==> config.mk <==
export PLATFORM = sky130hd
export DESIGN_NAME = lockstep_cmp
export DESIGN_NICKNAME = d
export VERILOG_FILES = /design/src/rtl/lockstep_pkg.sv /design/src/rtl/lockstep_delay_dp.sv /design/src/rtl/lockstep_mode_ctrl.sv /design/src/rtl/lockstep_cmp.sv
export SDC_FILE = /design/constraint.sdc
export NUM_CORES = 1
export LEC_CHECK = 0
export ABC_CLOCK_PERIOD_IN_PS = 5130
export BUFFER_PORTS_ARGS = -buffer_cell sky130_fd_sc_hd__buf_4
export CAP_MARGIN = 20
export CORE_ASPECT_RATIO = 1.4
export CORE_MARGIN = 1.5
export CORE_UTILIZATION = 48
export CTS_CLUSTER_SIZE = 20
export DETAILED_ROUTE_END_ITERATION = 8
export PLACE_DENSITY = 0.76
export SYNTH_ARGS = -nofsm -noshare
export SYNTH_HDL_FRONTEND = slang
export SYNTH_SLANG_ARGS = --single-unit
export TNS_END_PERCENT = 5
==> constraint.sdc <==
create_clock -name clk -period 5.13 [get_ports clk]
set_clock_uncertainty 0.05 [all_clocks]
set_input_delay 1.539 -clock clk [delete_from_list [all_inputs] [get_ports clk]]
set_output_delay 1.539 -clock clk [all_outputs]
set_load 0.02 [all_outputs]
==> src/rtl/lockstep_pkg.sv <==
package lockstep_pkg;

  typedef enum logic {
    MODE_NORMAL = 1'b0,
    MODE_FORCE  = 1'b1
  } cmpMode_e;

  typedef struct packed {
    logic injectNow;
    logic reportEn;
  } cmpStrobe_t;

endpackage

==> src/rtl/lockstep_delay_dp.sv <==
module lockstep_delay_dp
  import lockstep_pkg::*;
#(
  parameter int DATA_W = 32,
  parameter int LAG    = 2
) (
  input  logic              clk,
  input  logic              rstN,
  input  logic [DATA_W-1:0] funcOut,
  input  logic [DATA_W-1:0] chkOut,
  input  cmpStrobe_t        strobe,
  output logic              diffNow,
  output logic              cmpErr
);

  logic [DATA_W-1:0] stageQ [LAG];
  logic [DATA_W-1:0] skewed;

  // delay line: stage 0 takes the live bus, each later stage the one before
  for (genvar s = 0; s < LAG; s++) begin : g_stage
    always_ff @(posedge clk) begin
      if (!rstN) begin
        stageQ[s] <= '0;
      end else if (s == 0) begin
        stageQ[s] <= funcOut;
      end else begin
        stageQ[s] <= stageQ[(s == 0) ? 0 : s-1];
      end
    end
  end

  assign skewed  = stageQ[LAG-1] ^ {DATA_W{strobe.injectNow}};
  assign diffNow = (skewed != chkOut);

  always_ff @(posedge clk) begin
    if (!rstN) begin
      cmpErr <= 1'b0;
    end else begin
      cmpErr <= diffNow && strobe.reportEn;
    end
  end

endmodule

==> src/rtl/lockstep_mode_ctrl.sv <==
module lockstep_mode_ctrl
  import lockstep_pkg::*;
#(
  parameter int          KEY_W     = 4,
  parameter logic [KEY_W-1:0] KEY_FORCE = 4'h9,
  parameter logic [KEY_W-1:0] KEY_NORM  = 4'h0
) (
  input  logic             clk,
  input  logic             rstN,
  input  logic             keyWrEn,
  input  logic [KEY_W-1:0] keyWrData,
  input  logic             statWrEn,
  input  logic             statWrBit,
  input  logic             dbgHalt,
  input  logic             diffNow,
  output cmpStrobe_t       strobe,
  output logic             errStatus,
  output logic             forceActive
);

  cmpMode_e modeQ, modeD;
  logic     setNow;
  logic     clrNow;

  always_comb begin
    modeD = MODE_NORMAL;  // forcing lasts one cycle, then falls back
    if (keyWrEn && (keyWrData == KEY_FORCE)) begin
      modeD = MODE_FORCE;
    end else if (keyWrEn && (keyWrData == KEY_NORM)) begin
      modeD = MODE_NORMAL;
    end
  end

  always_ff @(posedge clk) begin
    if (!rstN) begin
      modeQ <= MODE_NORMAL;
    end else begin
      modeQ <= modeD;
    end
  end

  assign strobe.injectNow = (modeQ == MODE_FORCE);
  assign strobe.reportEn  = !dbgHalt;
  assign forceActive      = (modeQ == MODE_FORCE);

  assign setNow = diffNow && strobe.reportEn;
  assign clrNow = statWrEn && statWrBit;

  always_ff @(posedge clk) begin
    if (!rstN) begin
      errStatus <= 1'b0;
    end else if (setNow) begin
      errStatus <= 1'b1;
    end else if (clrNow) begin
      errStatus <= 1'b0;
    end
  end

endmodule

==> src/rtl/lockstep_cmp.sv <==
module lockstep_cmp
  import lockstep_pkg::*;
#(
  parameter int DATA_W = 32,
  parameter int LAG    = 2,
  parameter int KEY_W  = 4
) (
  input  logic              clk,
  input  logic              rstN,
  input  logic [DATA_W-1:0] funcOut,
  input  logic [DATA_W-1:0] chkOut,
  input  logic              keyWrEn,
  input  logic [KEY_W-1:0]  keyWrData,
  input  logic              statWrEn,
  input  logic              statWrBit,
  input  logic              dbgHalt,
  output logic              cmpErr,
  output logic              errStatus,
  output logic              forceActive
);

  cmpStrobe_t strobe;
  logic       diffNow;

  lockstep_mode_ctrl #(
    .KEY_W     (KEY_W),
    .KEY_FORCE (KEY_W'(9)),
    .KEY_NORM  (KEY_W'(0))
  ) u_ctrl (
    .clk         (clk),
    .rstN        (rstN),
    .keyWrEn     (keyWrEn),
    .keyWrData   (keyWrData),
    .statWrEn    (statWrEn),
    .statWrBit   (statWrBit),
    .dbgHalt     (dbgHalt),
    .diffNow     (diffNow),
    .strobe      (strobe),
    .errStatus   (errStatus),
    .forceActive (forceActive)
  );

  lockstep_delay_dp #(
    .DATA_W (DATA_W),
    .LAG    (LAG)
  ) u_dp (
    .clk     (clk),
    .rstN    (rstN),
    .funcOut (funcOut),
    .chkOut  (chkOut),
    .strobe  (strobe),
    .diffNow (diffNow),
    .cmpErr  (cmpErr)
  );

endmodule

---- Yosys cells after proc, flatten, opt, wreduce, memory -nomap -nowiden ----
Memory sizes are Yosys's and may differ from the RTL's.
Cells that the tools add are included.
word-level totals
  output and inout bits ................... 3
  memories ................................ 1
  word-level logic and storage cells ...... 21
  memory bits (writable) .................. 64
  input bits .............................. 74
  flip-flop bits (word level) ............. 3
memories
  name         words  bits a word  read ports  clocked after Yosys merged registers in  wr ports  line                     source
  u_dp.stageQ  2      32           2           0                                        2         lockstep_delay_dp.sv:16  logic [DATA_W-1:0] stageQ [LAG];
cells by class
  bitwise operators ....................... 3
  multiplexer cells ....................... 7
  equality and inequality tests ........... 2
  reductions and logical operators ........ 5
operators by type and width
  kind                                         count
  2-to-1 mux 32 bit                            2
  != test 32 bit                               1
  XOR 32 bit                                   1
  2-to-1 mux 1 bit                             5
  equality test 4 bit (second input constant)  1
  logical AND 1 bit                            3
  bitwise OR 1 bit                             2
  nonzero test 2 bit                           1
  logical NOT 1 bit                            1

---- Longest topological paths before layout ----
  depth in word-level cells ............... 4
  gate-level depth with buffers ........... 5
  mapped depth without buffers ............ 5

---- Modules after synthesis ----
From an unflattened synthesis, not the netlist that was laid out.
second synthesis, totals
  cells, all modules ...................... 211
  area total of the unflattened synthesis .. 2322.2 sq um
modules (own cells, without submodules)
  module              area each (sq um)  cells an instance  sequential area each (sq um)  instances
  lockstep_delay_dp   2229.6             202                1301.2                        1
  lockstep_mode_ctrl  92.6               9                  40.0                          1

---- Worst setup path after synthesis ----
Ideal clock, no wire load.
  path type ............................... input to register
  start point ............................. input port chkOut[16]
  end point ............................... register u_ctrl.errStatus
  path buffers ............................ 0
  required time ........................... 4.952 ns
  stages on the path ...................... 5
  setup time .............................. 0.128 ns
  data arrival time ....................... 2.608 ns
  slack ................................... 2.344 ns
  path through ............................ xor2_1 > or4_1 > a2bb2oi_1 > nor4b_2 > a21oi_1
on the way
  word-level cells in the longest chain between the ends .. 3
  elaborated cells on any way between the ends .. 4
  those cells by class .................... 1 x eq/ne; 1 x mux; 2 x reduce/logical
ends and longest elaborated chain
  item                                                    line                      source
  start, declared                                         lockstep_cmp.sv:11        input logic [DATA_W-1:0] chkOut,
  != test 32 bit (*)                                      lockstep_delay_dp.sv:33   assign diffNow = (skewed != chkOut);
  logical AND 1 bit (*)                                   lockstep_mode_ctrl.sv:46  assign setNow = diffNow && strobe.reportEn;
  2-to-1 mux 1 bit or nonzero test 2 bit (tied branches)  -
  end signal, assigned                                    lockstep_mode_ctrl.sv:51  errStatus <= 1'b0;
  end signal, assigned                                    lockstep_mode_ctrl.sv:53  errStatus <= 1'b1;
  end signal, assigned                                    lockstep_mode_ctrl.sv:55  errStatus <= 1'b0;
  end, declared                                           lockstep_mode_ctrl.sv:17  output logic errStatus,
Every way passes the cells marked *; elsewhere a longest branch is shown, timed or not.
A chain may end at the register's enable or synchronous reset.

---- Worst setup path after layout ----
  start point ............................. register u_ctrl.modeQ, in the netlist u_ctrl.forceActive
  end point ............................... output port forceActive
RTL lines
  item                    line                      source
  start, declared         lockstep_mode_ctrl.sv:21  cmpMode_e modeQ, modeD;
  start signal, assigned  lockstep_mode_ctrl.sv:38  modeQ <= modeD;
  end, declared           lockstep_cmp.sv:19        output logic forceActive
No word-level cell between the ends.

==> results.cfg <==
[grt]
antenna_found_initial = 0
grt_pass1_vias = 1505
grt_overflow = 0
grt_usage_pct = 16.88
grt_max_degree = 68
grt_pass1_wl_microns = 6686

[clocking]
cts.sinks = 67
post_cts_resized = 0
cts_made_buffers = 9
postCtsSetupRepairBufs = 0
holdBufCountCts = 0
h-tree-depth = 3
cts.reportedPaths.clkPinSlew_ps = 70
clockBufferDepth = 2
worst_skew_pair.late_latency_ps = 340
cts-root-buf = clkbuf_8
cts_tree = done

[worst_setup_path]
path_class = reg2out
crit_end = forceActive
r2r_start = u_ctrl.forceActive$_SDFF_PN0_
worstPathArrival_ps = 1190
crit_chain = buf_4
critPathSlowestCell = dfxtp_1
slowest_delay_ps = 620
worst_setup_path_start_kind = flip-flop
worstPathRequired_ps = 3540
worstSetupStartpoint = u_ctrl.forceActive$_SDFF_PN0_
path_depth = 1
cp_num_buf_inv = 1
worstRegToRegCells = 4
r2r_setup_slack_ps = 3370
crit_fanout = 14
endpoint_kind = primary output
r2r_end = u_ctrl.errStatus$_SDFFE_PN0P_
critical_path.top_delay_family = flip-flops

[routing]
drt_iter0_markers = 52
avgRoutedWirePerCell_microns = 11.69
dr.pass1.iters = 4
vias = 1593
drc = 0
final_antenna_net_count = 0
routed_wl_microns = 4198
vias_per_cell = 4.437

[logic_synthesis]
synth_cell_types = 33
synth_area_leaders = dfxtp_1 (57%), and2_1 (17%), xnor2_1 (6.3%)
yosys.area_share.simple_pct = 24.50
synth_area_leader_cell = dfxtp_1
synth-adder-area-share_pct = 0
synthArstFlopShare_pct = 0
muxShareOfSynthArea_pct = 1.320
ys_seq_area_share_pct = 56.60
synth_seq_cells = 67
yosysWarningCount = 0
synthFlopType = dfxtp_1
netlist_instances = 211
synth_top_family_by_area = simple AND/OR/NAND/NOR gates
synth_top_area_share_pct = 56.60
synth.avg_cell_area_sq_um = 11.23
synthesis.nets = 285
synth_edf_count = 0
syn_area_sq_um = 2370
synth_compound_area_share_pct = 4.013
synth-xor-area-share_pct = 12.14

[floorplanning]
die-area_sq_um = 5374
design.core.area_sq_um = 4805
ios = 77
initial_core_util_pct = 49.32
rows = 30
die_h_microns = 86.14
fp.dieW_microns = 62.39

[run_status]
outcome = complete, no violations

[place]
place_congestion = 0.8867
placed_cells = 343
post-place-ws_ps = 2144
post-dp-hpwl_microns = 3015
io_buffers = 76

[timing]
fmax_mhz = 359.4
finalSetupViolations = 0
worst_pin_slew_ps = 481.8
period_minus_slack_ps = 2782
hold_violations = 0
slew_violations = 0
finalCritPeriodShare_pct = 54.24
rsz0062_at_grt = no
setup_tns_ps = 0
setup_ws_ps = 2348
relSlewSlack_pct = 67.84

[cells_and_area]
fill_cells = 410
antenna-diode-count = 0
final_common_cell = buf_4
synthToLayoutAreaGrowth_pct = 33.63
final_cell_mix = buf_4 (76), dfxtp_1 (67), and2_1 (64), xnor2_1 (17), xor2_1 (14)
drive_gt1_share_pct = 33.56
final_nets = 364
final_cells = 359

[power_and_ir_drop]
p_leak_nw = 1.406
p_per_area_nw_per_um2 = 332.3
ir_worst_vdd_mv = 0.2284
totalPowerFinal_mw = 1.052

[job]
drv_cap = 0

[worst_hold_path]
hold_path.class = reg2reg
hold_depth = 1
[per-layer routing]
layer,global-route usage [%],wire [microns],share of wire [%],vias to the layer above
li1,-,-,-,837
met1,18.43,1746,42,687
met2,27.08,2063,49,57
met3,4.987,239,5.7,12
met4,14.14,148,3.5,0
met5,0,0,0,-
[cell usage after synthesis, types with 3 or more instances]
master and number:
dfxtp_1 67, and2_1 64, xnor2_1 17, xor2_1 14, clkbuf_1 7, a21oi_1 4
nand2_1 4, a22oi_1 3
[registers in the layout, summed over array words and instances, names as in the netlist]
register            count
u_ctrl.forceActive      1
u_dp.stageQ            64
u_dp.cmpErr             1
u_ctrl.errStatus        1
[report_power, final]
part           switching, mW  total [mW]  internal (mW)
clock                  0.189       0.389          0.200
combinational         0.0418       0.111         0.0692
sequential           0.00722       0.552          0.545
total                  0.238        1.05          0.814
[through the flow]
stage | utilization [%] | instance area [sq um] | hold slack (ps)
2_1_floorplan | - | 2370 | 355.7
5_1_grt | 65.91 | 3167 | 388.9
3_3_place_gp | 62.16 | 2987 | 362.0
3_5_place_dp | 62.16 | 2987 | 367.7
6_report | 65.91 | 3167 | 380.8
4_1_cts | 65.91 | 3167 | 383.0
[how the worst min path moves through the flow]
| stage | from | to |
|---|---|---|
| 3_5_place_dp | u_dp.stageQ[0][7]$_SDFF_PN0_ | u_dp.stageQ[1][7]$_SDFF_PN0_ |
| 6_report | u_dp.stageQ[0][12]$_SDFF_PN0_ | u_dp.stageQ[1][12]$_SDFF_PN0_ |
| 5_1_grt | u_dp.stageQ[0][25]$_SDFF_PN0_ | u_dp.stageQ[1][25]$_SDFF_PN0_ |
| 2_1_floorplan | u_dp.stageQ[0][22]$_SDFF_PN0_ | u_dp.stageQ[1][22]$_SDFF_PN0_ |
| 3_3_place_gp | u_dp.stageQ[0][22]$_SDFF_PN0_ | u_dp.stageQ[1][22]$_SDFF_PN0_ |
| 4_1_cts | u_dp.stageQ[0][7]$_SDFF_PN0_ | u_dp.stageQ[1][7]$_SDFF_PN0_ |
[layout make-up]
cell class	count	area, sq um	area share, %
multi-input cells	136	994.7	31.41
clock inverters	4	25.02	0.7902
clock buffers	12	155.1	4.899
repair buffers	76	570.5	18.02
well taps	64	80.08	2.529
flip-flops and latches	67	1341	42.35
[logic make-up after synthesis]
logic type	Yosys count
buf+inv	8
mux	3
flops	67
compound gates	12
xor+xnor	32
simple gates	89
[worst register-to-register path, stage by stage, from the launching register on]
cell	delay (ps)
dfxtp_1	620
mux2i_1	150
or3_1	410
nor4_2	310
a21oi_1	100
(Power assumes the default switching activity.)
